<file path="config.mk">
export PLATFORM = sky130hd
export DESIGN_NAME = ring_tdc_coarse
export DESIGN_NICKNAME = d
export VERILOG_FILES = /design/src/rtl/rtc_pkg.sv /design/src/rtl/rtc_sync2.sv /design/src/rtl/rtc_lfsr.sv /design/src/rtl/rtc_phase_map.sv /design/src/rtl/ring_tdc_coarse.sv
export SDC_FILE = /design/constraint.sdc
export NUM_CORES = 1
export LEC_CHECK = 0
export ABC_AREA = 1
export BUFFER_PORTS_ARGS = -buffer_cell sky130_fd_sc_hd__buf_2
export CAP_MARGIN = 20
export CORE_MARGIN = 5
export CORE_UTILIZATION = 53
export CTS_BUF_LIST = sky130_fd_sc_hd__clkbuf_16
export DETAILED_ROUTE_END_ITERATION = 7
export GPL_TIMING_DRIVEN = 0
export PLACE_DENSITY = 0.84
export SLEW_MARGIN = 5
export SYNTH_ARGS = -nofsm -noshare
export SYNTH_HDL_FRONTEND = slang
export SYNTH_SLANG_ARGS = --single-unit
</file>
<file path="constraint.sdc">
create_clock -name clk -period 1.6 [get_ports clk]
set_clock_uncertainty 0.15 [all_clocks]
set_input_delay 0.08 -clock clk [delete_from_list [all_inputs] [get_ports clk]]
set_output_delay 0.08 -clock clk [all_outputs]
set_load 0.01 [all_outputs]
</file>
<file path="src/rtl/rtc_pkg.sv">
package rtc_pkg;
   typedef enum logic [1:0] {
      ST_IDLE = 2'd0,
      ST_RUN  = 2'd1,
      ST_HOLD = 2'd2
   } rtc_state_t;
endpackage

</file>
<file path="src/rtl/rtc_sync2.sv">
module rtc_sync2 (
   input  logic clk,
   input  logic rst_n,
   input  logic async_i,
   output logic sync_o
);
   logic meta_q, sync_q;

   always_ff @(posedge clk or negedge rst_n) begin
      if (!rst_n) begin
         meta_q <= 1'b0;
         sync_q <= 1'b0;
      end else begin
         meta_q <= async_i;
         sync_q <= meta_q;
      end
   end

   assign sync_o = sync_q;
endmodule

</file>
<file path="src/rtl/rtc_lfsr.sv">
module rtc_lfsr #(
   parameter int              WIDTH = 7,
   parameter logic [WIDTH-1:0] SEED = 1
) (
   input  logic             clk,
   input  logic             rst_n,
   input  logic             step_i,
   output logic [WIDTH-1:0] q_o
);
   logic [WIDTH-1:0] q;
   logic             fb;

   if (SEED == '0) begin : g_bad_seed
      $error("rtc_lfsr: seed must be nonzero");
   end

   if (WIDTH == 5) begin : g_w5
      assign fb = q[4] ^ q[2];
   end else if (WIDTH == 6) begin : g_w6
      assign fb = q[5] ^ q[4];
   end else if (WIDTH == 7) begin : g_w7
      assign fb = q[6] ^ q[5];
   end else begin : g_bad_w
      assign fb = 1'b0;
      $error("rtc_lfsr: WIDTH must be 5, 6 or 7");
   end

   always_ff @(posedge clk or negedge rst_n) begin
      if (!rst_n)      q <= SEED;
      else if (step_i) q <= {q[WIDTH-2:0], fb};
   end

   assign q_o = q;
endmodule

</file>
<file path="src/rtl/rtc_phase_map.sv">
module rtc_phase_map #(
   parameter int STAGES = 4,
   localparam int NPH  = 2 * STAGES,
   localparam int PH_W = $clog2(NPH)
) (
   input  logic [PH_W-1:0]   idx_i,
   output logic [STAGES-1:0] pattern_o,
   input  logic [STAGES-1:0] sample_i,
   output logic [PH_W-1:0]   phase_o,
   output logic              illegal_o
);
   function automatic logic [STAGES-1:0] twist_pat(input int i);
      logic [STAGES-1:0] p;
      for (int b = 0; b < STAGES; b++) begin
         if (i < STAGES) p[b] = (b < i);
         else            p[b] = (b >= i - STAGES);
      end
      return p;
   endfunction

   logic [NPH-1:0] hit;

   for (genvar g = 0; g < NPH; g++) begin : g_cmp
      assign hit[g] = (sample_i == twist_pat(g));
   end

   always_comb begin
      pattern_o = '0;
      for (int i = 0; i < NPH; i++) begin
         if (idx_i == PH_W'(i)) pattern_o = twist_pat(i);
      end
   end

   always_comb begin
      phase_o = '0;
      for (int i = 0; i < NPH; i++) begin
         if (hit[i]) phase_o = PH_W'(i);
      end
   end

   assign illegal_o = (hit == '0);
endmodule

</file>
<file path="src/rtl/ring_tdc_coarse.sv">
module ring_tdc_coarse #(
   parameter int STAGES    = 4,
   parameter int CNT_W     = 2,
   parameter int LFSR_W    = 7,
   parameter int LFSR_SEED = 1,
   localparam int PH_W     = $clog2(2 * STAGES),
   localparam int CODE_W   = CNT_W + PH_W
) (
   input  logic              clk,
   input  logic              rst_n,
   input  logic              start_i,
   input  logic              stop_i,
   input  logic              wrap_i,
   input  logic [STAGES-1:0] ring_state_i,
   input  logic              ack_i,
   output logic              ring_en_o,
   output logic [STAGES-1:0] ring_preset_o,
   output logic              valid_o,
   output logic [CODE_W-1:0] code_o,
   output logic              phase_err_o
);
   import rtc_pkg::*;

   if (STAGES < 2 || (1 << PH_W) != 2 * STAGES) begin : g_bad_stages
      $error("ring_tdc_coarse: STAGES must be a power of two, at least 2");
   end
   if (CNT_W < 1) begin : g_bad_cnt
      $error("ring_tdc_coarse: CNT_W must be at least 1");
   end
   if (LFSR_W < PH_W) begin : g_bad_lfsr
      $error("ring_tdc_coarse: LFSR narrower than phase index");
   end

   rtc_state_t       state_q;
   logic [CNT_W-1:0] rev_q;
   logic [PH_W-1:0]  offs_q;
   logic [CODE_W-1:0] code_q;
   logic             err_q;
   logic             stop_s;
   logic             capture;
   logic [LFSR_W-1:0] lfsr_q;
   logic [PH_W-1:0]  phase;
   logic             illegal;
   logic [CODE_W-1:0] raw;

   rtc_sync2 u_stop_sync (
      .clk     (clk),
      .rst_n   (rst_n),
      .async_i (stop_i),
      .sync_o  (stop_s)
   );

   assign capture = (state_q == ST_RUN) && stop_s;

   rtc_lfsr #(
      .WIDTH (LFSR_W),
      .SEED  (LFSR_W'(LFSR_SEED))
   ) u_lfsr (
      .clk    (clk),
      .rst_n  (rst_n),
      .step_i (capture),
      .q_o    (lfsr_q)
   );

   rtc_phase_map #(
      .STAGES (STAGES)
   ) u_map (
      .idx_i     (lfsr_q[PH_W-1:0]),
      .pattern_o (ring_preset_o),
      .sample_i  (ring_state_i),
      .phase_o   (phase),
      .illegal_o (illegal)
   );

   assign raw = {rev_q, (illegal ? {PH_W{1'b0}} : phase)};

   always_ff @(posedge clk or negedge rst_n) begin
      if (!rst_n) begin
         state_q <= ST_IDLE;
         rev_q   <= '0;
         offs_q  <= '0;
         code_q  <= '0;
         err_q   <= 1'b0;
      end else begin
         unique case (state_q)
            ST_IDLE: begin
               if (start_i) begin
                  state_q <= ST_RUN;
                  rev_q   <= '0;
                  offs_q  <= lfsr_q[PH_W-1:0];
               end
            end
            ST_RUN: begin
               if (capture) begin
                  state_q <= ST_HOLD;
                  code_q  <= raw - CODE_W'(offs_q);
                  err_q   <= illegal;
               end else if (wrap_i) begin
                  rev_q <= rev_q + 1'b1;
               end
            end
            ST_HOLD: begin
               if (ack_i) begin
                  state_q <= ST_IDLE;
                  err_q   <= 1'b0;
               end
            end
            default: state_q <= ST_IDLE;
         endcase
      end
   end

   assign ring_en_o   = (state_q == ST_RUN);
   assign valid_o     = (state_q == ST_HOLD);
   assign code_o      = code_q;
   assign phase_err_o = err_q;
endmodule

</file>
==> run metrics, run 1 <==
P&R area growth vs syn 23.03%; Post-DRT Antenna Nets 0; clock slew at reported path FFs 0.06 ns; wire length per cell 13.50 µm; Crit Path Class flop to flop; die area 0.003218 mm²; Pwr Density 1333 mW/mm²; Final Max Slew Viols 0; worst hold start start_i; synth cell count leaders nand2_1, dfrtp_1, inv_1; Worst R2R Start offs_q[0]; worst skew pair latency 0.26 ns; R2R setup slack 0.07 ns; Tightest Pin Transition 0.4936 ns; I/O pin count 22; leakage 0.7717 nW; Design Area, Final 0.001424 mm²; Synth Flop Type dfrtp_1; worst-case reg-to-reg path depth 7; Final min period 1.530 ns; WP data arrival 1.53 ns; EDFF count, synth 0; Syn Inst Count 138; Post-DP Area 0.001297 mm²; CTS sink cnt 22; #FFs+latches synth 22; top achievable clock speed 653.5 MHz; clock tree from TritonCTS yes; Post-Syn Area 0.001157 mm²; drt first-iter violations 28; row count 17; required time of the critical path 1.60 ns; ant diodes 0; initial antenna violation count 0; relative slew slack 0.6710; RSZ-0062 raised after global routing false; DR vias 1016; Sequential Power Share 0.394; clock tree buffer depth 2; top cell type's share of synthesized area 0.4541; Placed Cells 187; outcome finished clean; most common cell in the netlist nand2_1; Worst Hold End offs_q[0]; Syn Area/Cell 8.387 µm²; Synth Warn # 0; drc violations 0; RR Endpoint code_o[4]; grt ovf 0; Synth cell types 24; first drt pass iteration count 4; Hold Slack 0.05164 ns; maximum VDD drop 1.205 mV; layout cells sized above 1 0.2754; area leader, netlist dfrtp_1; class of the worst hold path input port to flop; clock network power share 0.280; sequential fraction of the synthesis area 0.4768; dominant cells by area after synthesis dfrtp_1, nand2_1, inv_1, o21ai_2, nand3_1; initial core utilization 0.5387; Final #Nets 182; final hold violations 0; final worst path period share 0.9564; Root Buffer clkbuf_16; area of the multi-input gates 506.7 µm²; global placement routability congestion 0.8429; first-pass GRT wire length 4450 µm; Internal 1.227 mW; vias in the first global route 1100; port buffer count 21; GRT Overall Usage 0.1779; Synth async-reset ratio 1.000; fin cells 195; Logic pwr share 0.327; DR vias/cell 5.210; die height 56.73 µm; crit start category flop; FILL cells 165; htree depth 1; pin count of the biggest net entering global routing 23; syn_nets 152; CTS Buf Count 3; Final HPWL DP 1821 µm; switching power of the nets 670.2 µW; Worst Hold Path Cells 3; Seq. cell area 553.0 µm²; # Post-CTS Setup Buffers 0; maxcap violations 0; Core Area 0.002148 mm²; Net Sw Frac 0.3532; Routed WL 2632 µm; die width 56.73 µm; CP endpoint kind flop; # setup viols final 0; worst-path maximum fanout 2
metal layers:
layer | vias to the layer above | wire (µm) | global-route usage
met1 | 491 | 1054 | 0.1851
met3 | 5 | 107 | 0.03218
met4 | 0 | 55 | 0.09272
li1 | 491 | - | -
met2 | 29 | 1415 | 0.3333
met5 | - | 0 | 0
cell usage in the layout (no fill, tap or decap):
master | synthesis | layout
nor2_4 | 1 | 1
a21oi_1 | 3 | 3
xor2_1 | 2 | 2
buf_6 | 2 | 2
or2_1 | 1 | 1
buf_2 | 0 | 21
dfstp_2 | 1 | 1
clkbuf_1 | 1 | 1
dfrtp_2 | 0 | 1
ha_1 | 3 | 3
fa_2 | 0 | 1
nand2_4 | 1 | 1
nand4_1 | 2 | 2
nand3_2 | 1 | 1
clkbuf_16 | 0 | 3
clkinv_1 | 0 | 1
nand3_1 | 9 | 9
nor2_1 | 6 | 6
inv_2 | 4 | 5
inv_1 | 17 | 16
o21ai_0 | 7 | 7
o21ai_2 | 7 | 8
nand2_1 | 43 | 43
nand2_2 | 1 | 1
xnor2_1 | 2 | 2
nor3_1 | 1 | 1
dlygate4sd3_1 | 0 | 4
dfrtp_1 | 21 | 20
timing repair:
item | 4_1_cts | 5_1_grt
endpoints found under the setup margin | 1 | 1
gates resized for setup | 1 | 3
hold buffers | 4 | 0
pin swaps | 0 | 0
endpoints found under the hold margin | 26 | 0
area by class of cell:
cell class                 count  share of cell area
buffer                         3             0.01845
clock buffer                   3             0.05272
clock inverter                 1            0.002636
inverter                      21             0.05536
multi-input combinational     92              0.3559
sequential                    22              0.3884
tap                           28             0.02460
timing repair buffer          25              0.1019
cell families after synthesis:
family          after synthesis  synth area share
compound gates               18            0.1005
xor+xnor                      4           0.03028
fa+ha+maj                     4           0.04973
buf+inv                      24           0.09080
flops                        22            0.4768
simple gates                 66            0.2519
how the worst max path moves through the flow:
stage                                   to  slack, ns            start
after floorplan                  code_o[4]       0.17        offs_q[0]
after global placement           code_o[4]      -0.06  ring_state_i[1]
after detailed placement         code_o[4]      -0.12  ring_state_i[1]
after CTS                 ring_preset_o[0]      0.004    u_lfsr.q_o[0]
after global routing             code_o[3]     0.0004        offs_q[2]
final                            code_o[4]       0.07        offs_q[0]
flip-flops by register name (all words and copies together), names as in the netlist:
| name | flops |
|---|---|
| state_q | 2 |
| offs_q | 3 |
| u_lfsr.q_o | 7 |
| u_stop_sync.meta_q | 1 |
| code_o | 5 |
| phase_err_o | 1 |
| rev_q | 2 |
| u_stop_sync.sync_o | 1 |
stage by stage:
step / util / setup WS [ns] / power (mW) / TNS (ns)
finish: 0.6628 / 0.06970 / 1.897 / 0
CTS: 0.6605 / 0.004356 / 1.911 / 0
detailed placement: 0.6040 / -0.1164 / 1.360 / -0.1880
global route: 0.6628 / 0.0004025 / 2.023 / 0
global placement: 0.6040 / -0.05840 / 1.325 / -0.07199
floorplan: - / 0.1696 / 1.155 / 0
worst max-delay path: stages, from the launching register on:
cell and delay, ns:
dfrtp_1 0.35, ha_1 0.15, inv_1 0.06, fa_2 0.35
nand2_1 0.11, nand4_1 0.10, nand3_1 0.10, nand2_1 0.05
power groups by stage:
stage                     clock network (mW)  registers, mW  logic, mW
after floorplan                            0          0.773      0.382
after global placement                     0          0.744      0.581
after detailed placement                   0          0.750      0.610
after CTS                              0.538          0.746      0.627
after global routing                   0.562          0.759      0.702
final                                  0.531          0.747      0.620
No activity file was read; power rests on OpenSTA's default activity.
==> run 2: changes to the inputs <==
--- a/config.mk
+++ b/config.mk
@@ -13,7 +13,7 @@
 export CTS_BUF_LIST = sky130_fd_sc_hd__clkbuf_16
 export DETAILED_ROUTE_END_ITERATION = 7
 export GPL_TIMING_DRIVEN = 0
-export PLACE_DENSITY = 0.84
+export PLACE_DENSITY = 0.77
 export SLEW_MARGIN = 5
 export SYNTH_ARGS = -nofsm -noshare
 export SYNTH_HDL_FRONTEND = slang
==> run metrics, run 2 (synthesized netlist as in run 1, its figures left out) <==
area of the multi-input gates 506.7 µm²; clock network power share 0.282; drt first-iter violations 12; Worst R2R Start offs_q[0]; Seq. cell area 551.8 µm²; ant diodes 0; global placement routability congestion 0.6964; GRT Overall Usage 0.1596; layout cells sized above 1 0.2635; Sequential Power Share 0.395; crit start category flop; Final #Nets 182; worst hold start start_i; vias in the first global route 1028; Internal 1.226 mW; clock tree from TritonCTS yes; top achievable clock speed 673.5 MHz; P&R area growth vs syn 22.92%; TNS Setup 0 ns; CTS Buf Count 3; grt ovf 0; final hold violations 0; leakage 0.7731 nW; Core Area 0.002148 mm²; worst-case reg-to-reg path depth 7; final worst path period share 0.9279; FILL cells 182; Crit Path Class flop to output pin; CTS sink cnt 22; outcome finished clean; Tot Pwr 1.873 mW; RSZ-0062 raised after global routing false; Worst Hold Path Cells 3; I/O pin count 22; row count 17; Final min period 1.485 ns; Routed WL 2277 µm; first-pass GRT wire length 4077 µm; first drt pass iteration count 4; die area 0.003218 mm²; WP data arrival 1.25 ns; Pwr Density 1317 mW/mm²; Tightest Pin Transition 0.4871 ns; die height 56.73 µm; RR Endpoint code_o[4]; pin count of the biggest net entering global routing 23; maxcap violations 0; initial antenna violation count 0; worst-path maximum fanout 6; Post-Route Utilization 0.6622; htree depth 1; wire length per cell 11.68 µm; Post-DRT Antenna Nets 0; DR vias 967; relative slew slack 0.6753; worst skew pair latency 0.25 ns; initial core utilization 0.5387; DR vias/cell 4.959; maximum VDD drop 1.098 mV; Final Max Slew Viols 0; required time of the critical path 1.37 ns; # setup viols final 0; clock slew at reported path FFs 0.06 ns; clock tree buffer depth 2; Root Buffer clkbuf_16; port buffer count 21; Net Sw Frac 0.3455; Worst Hold End offs_q[0]; class of the worst hold path input port to flop; R2R setup slack 0.12 ns; switching power of the nets 647.1 µW; max reg flops 7; die width 56.73 µm; CP endpoint kind output pin; most common cell after layout, fill and taps aside nand2_1; most frequent cells in the layout nand2_1, dfrtp_1, buf_2; drc violations 0; Logic pwr share 0.323; # Post-CTS Setup Buffers 0; Final HPWL DP 1663 µm
-- run 2: changes by cell type in the layout (fill, tap and decap cells not counted) --
cell and change:
dfrtp_1 +1, dfrtp_2 -1, inv_1 +1, inv_2 -1
-- run 2: area by class of cell --
type	instances	area share
buffer	3	0.01847
multi-input combinational	92	0.3562
sequential	22	0.3879
tap	28	0.02463
timing repair buffer	25	0.1020
inverter	21	0.05541
clock buffer	3	0.05277
clock inverter	1	0.002639
-- run 2: per-layer routing --
layer,up-vias,GRT usage,share of wire
met2,14,0.3086,0.51
li1,494,-,-
met5,-,0,0
met4,0,0.04967,0.014
met1,454,0.1671,0.43
met3,5,0.03678,0.040
-- run 2: metrics by stage --
step	setup slack, ns	instance area [µm²]	std cells	hold WS [ns]
floorplan	0.1696	1157	138	-0.3656
global placement	-0.07744	1297	187	-0.08563
detailed placement	-0.1203	1297	187	-0.07899
CTS	0.06846	1416	195	0.03535
global route	0.02515	1423	195	0.05489
finish	0.1153	1423	195	0.03329
-- run 2: how the worst max path moves through the flow --
stage                                   to             from  cells past startpoint
after CTS                        code_o[4]        offs_q[0]                      7
after floorplan                  code_o[4]        offs_q[0]                      7
after global placement           code_o[4]  ring_state_i[1]                     11
after global routing             code_o[4]        offs_q[0]                      8
after detailed placement         code_o[4]  ring_state_i[1]                     11
final                     ring_preset_o[0]    u_lfsr.q_o[2]                      5
-- run 2: what timing repair did --
action | 4_1_cts | 5_1_grt
endpoints found under the setup margin | 0 | 2
gates resized for setup | 0 | 2
endpoints found under the hold margin | 26 | 0
hold buffers | 4 | 0
-- run 2: worst max-delay path, cell delays in order (launching register included) --
cell     delay, ns
dfrtp_1       0.46
inv_2         0.09
o21ai_2       0.13
a21oi_1       0.05
a21oi_1       0.12
buf_2         0.14
-- run 2: power groups by stage --
stage               Sequential [mW]  Clock (mW)  Combinational [mW]
floorplan                     0.773           0               0.382
CTS                           0.740       0.536               0.615
detailed placement            0.750           0               0.602
global route                  0.755       0.566               0.677
finish                        0.741       0.527               0.605
global placement              0.744           0               0.584
==> run 3: changes to the inputs <==
--- a/config.mk
+++ b/config.mk
@@ -8,12 +8,14 @@
 export ABC_AREA = 1
 export BUFFER_PORTS_ARGS = -buffer_cell sky130_fd_sc_hd__buf_2
 export CAP_MARGIN = 20
+export CELL_PAD_IN_SITES_DETAIL_PLACEMENT = 1
+export CELL_PAD_IN_SITES_GLOBAL_PLACEMENT = 1
 export CORE_MARGIN = 5
-export CORE_UTILIZATION = 53
+export CORE_UTILIZATION = 39
 export CTS_BUF_LIST = sky130_fd_sc_hd__clkbuf_16
 export DETAILED_ROUTE_END_ITERATION = 7
 export GPL_TIMING_DRIVEN = 0
-export PLACE_DENSITY = 0.77
+export PLACE_DENSITY_LB_ADDON = 0.1
 export SLEW_MARGIN = 5
 export SYNTH_ARGS = -nofsm -noshare
 export SYNTH_HDL_FRONTEND = slang
==> run metrics, run 3 (synthesized netlist as in run 1, its figures left out) <==
htree depth 1; max reg flops 7; worst skew pair latency 0.25 ns; R2R setup slack 0.10 ns; DR vias/cell 4.894; Final min period 1.498 ns; setup ws final 0.1023 ns; pin count of the biggest net entering global routing 23; Routed WL 2589 µm; layout cells sized above 1 0.2814; outcome finished clean; Post-DRT Antenna Nets 0; die width 64.48 µm; Root Buffer clkbuf_16; Worst Hold End offs_q[1]; maxcap violations 0; clock tree from TritonCTS yes; Final Max Slew Viols 0; clock network power share 0.275; most frequent cells in the layout nand2_1, buf_2, dfrtp_1; relative slew slack 0.6674; switching power of the nets 652.6 µW; # setup viols final 0; CTS sink cnt 22; # Post-CTS Setup Buffers 0; CP endpoint kind flop; first-pass GRT wire length 4636 µm; first drt pass iteration count 4; row count 19; Pwr Density 1303 mW/mm²; Place WS -0.1164 ns; TNS Setup 0 ns; RSZ-0062 raised after global routing false; final worst path period share 0.9361; initial core utilization 0.4126; die area 0.004157 mm²; Sequential Power Share 0.394; Worst R2R Start offs_q[0]; final hold violations 0; Internal 1.226 mW; grt ovf 0; most common cell after layout, fill and taps aside nand2_1; Final #Nets 182; Worst Hold Path Cells 3; ant diodes 0; Net Sw Frac 0.3475; port buffer count 21; DR vias 969; Tightest Pin Transition 0.4989 ns; clock tree buffer depth 2; Logic pwr share 0.330; wire length per cell 13.08 µm; drt first-iter violations 20; required time of the critical path 1.59 ns; initial antenna violation count 0; global placement routability congestion 0.7807; FILL cells 346; drc violations 0; top achievable clock speed 667.7 MHz; GRT Overall Usage 0.1396; RR Endpoint code_o[4]; leakage 0.7749 nW; worst-path maximum fanout 2; WP data arrival 1.49 ns; Final HPWL DP 1975 µm; CTS Buf Count 3; clock slew at reported path FFs 0.06 ns; Crit Path Class flop to flop; die height 64.48 µm; worst-case reg-to-reg path depth 7; maximum VDD drop 0.6653 mV; P&R area growth vs syn 24.54%; worst hold start start_i; I/O pin count 22; Core Area 0.002805 mm²; class of the worst hold path input port to flop; crit start category flop; vias in the first global route 1031
run 3: worst max-delay path, cell delays in order (launching register included):
cell,delay [ns]
dfrtp_1,0.35
ha_1,0.16
inv_1,0.07
fa_2,0.36
nand2_1,0.09
nand4_1,0.08
nand3_1,0.10
nand2_1,0.05
run 3: area by class of cell:
type	count	area, µm²	area share
inverter	21	81.33	0.05642
timing repair buffer	25	145.1	0.1007
buffer	3	26.28	0.01823
tap	31	38.79	0.02691
multi-input combinational	92	518.0	0.3594
clock inverter	1	3.754	0.002604
sequential	22	553.0	0.3837
clock buffer	3	75.07	0.05208
run 3: worst max-delay path by stage:
stage / start / to / cells after the start
final: offs_q[0] / code_o[4] / 7
after global routing: u_lfsr.q_o[0] / ring_preset_o[0] / 5
after CTS: u_lfsr.q_o[0] / ring_preset_o[0] / 5
after detailed placement: ring_state_i[1] / code_o[4] / 11
after global placement: ring_state_i[1] / code_o[4] / 11
after floorplan: offs_q[0] / code_o[4] / 7
run 3: power groups by stage:
stage,combinational (mW),clock (mW),sequential (mW)
6_report,0.620,0.517,0.741
5_1_grt,0.702,0.570,0.755
2_1_floorplan,0.382,0,0.773
4_1_cts,0.631,0.535,0.741
3_5_place_dp,0.617,0,0.750
3_3_place_gp,0.598,0,0.744
run 3: timing repair:
action,CTS,global route
hold buffers,4,0
hold endpoints to repair,26,0
resized for setup,0,7
setup endpoints to repair,0,4
run 3: metal layers:
layer | track usage | vias to the layer above | share of wire
met5 | 0 | - | 0
met2 | 0.2358 | 17 | 0.48
met4 | 0.03694 | 0 | 0.0062
met1 | 0.1833 | 455 | 0.48
li1 | - | 493 | -
met3 | 0.02763 | 4 | 0.034
run 3: stage by stage:
step                cells  hold WS, ns  area [µm²]  power [mW]    util
floorplan             138      -0.3656        1157       1.155       -
global placement      190     -0.07422        1301       1.342  0.4639
detailed placement    190     -0.07012        1301       1.368  0.4639
CTS                   198      0.04543        1420       1.907  0.5062
global route          198      0.06815        1441       2.027  0.5138
finish                198      0.04006        1441       1.878  0.5138
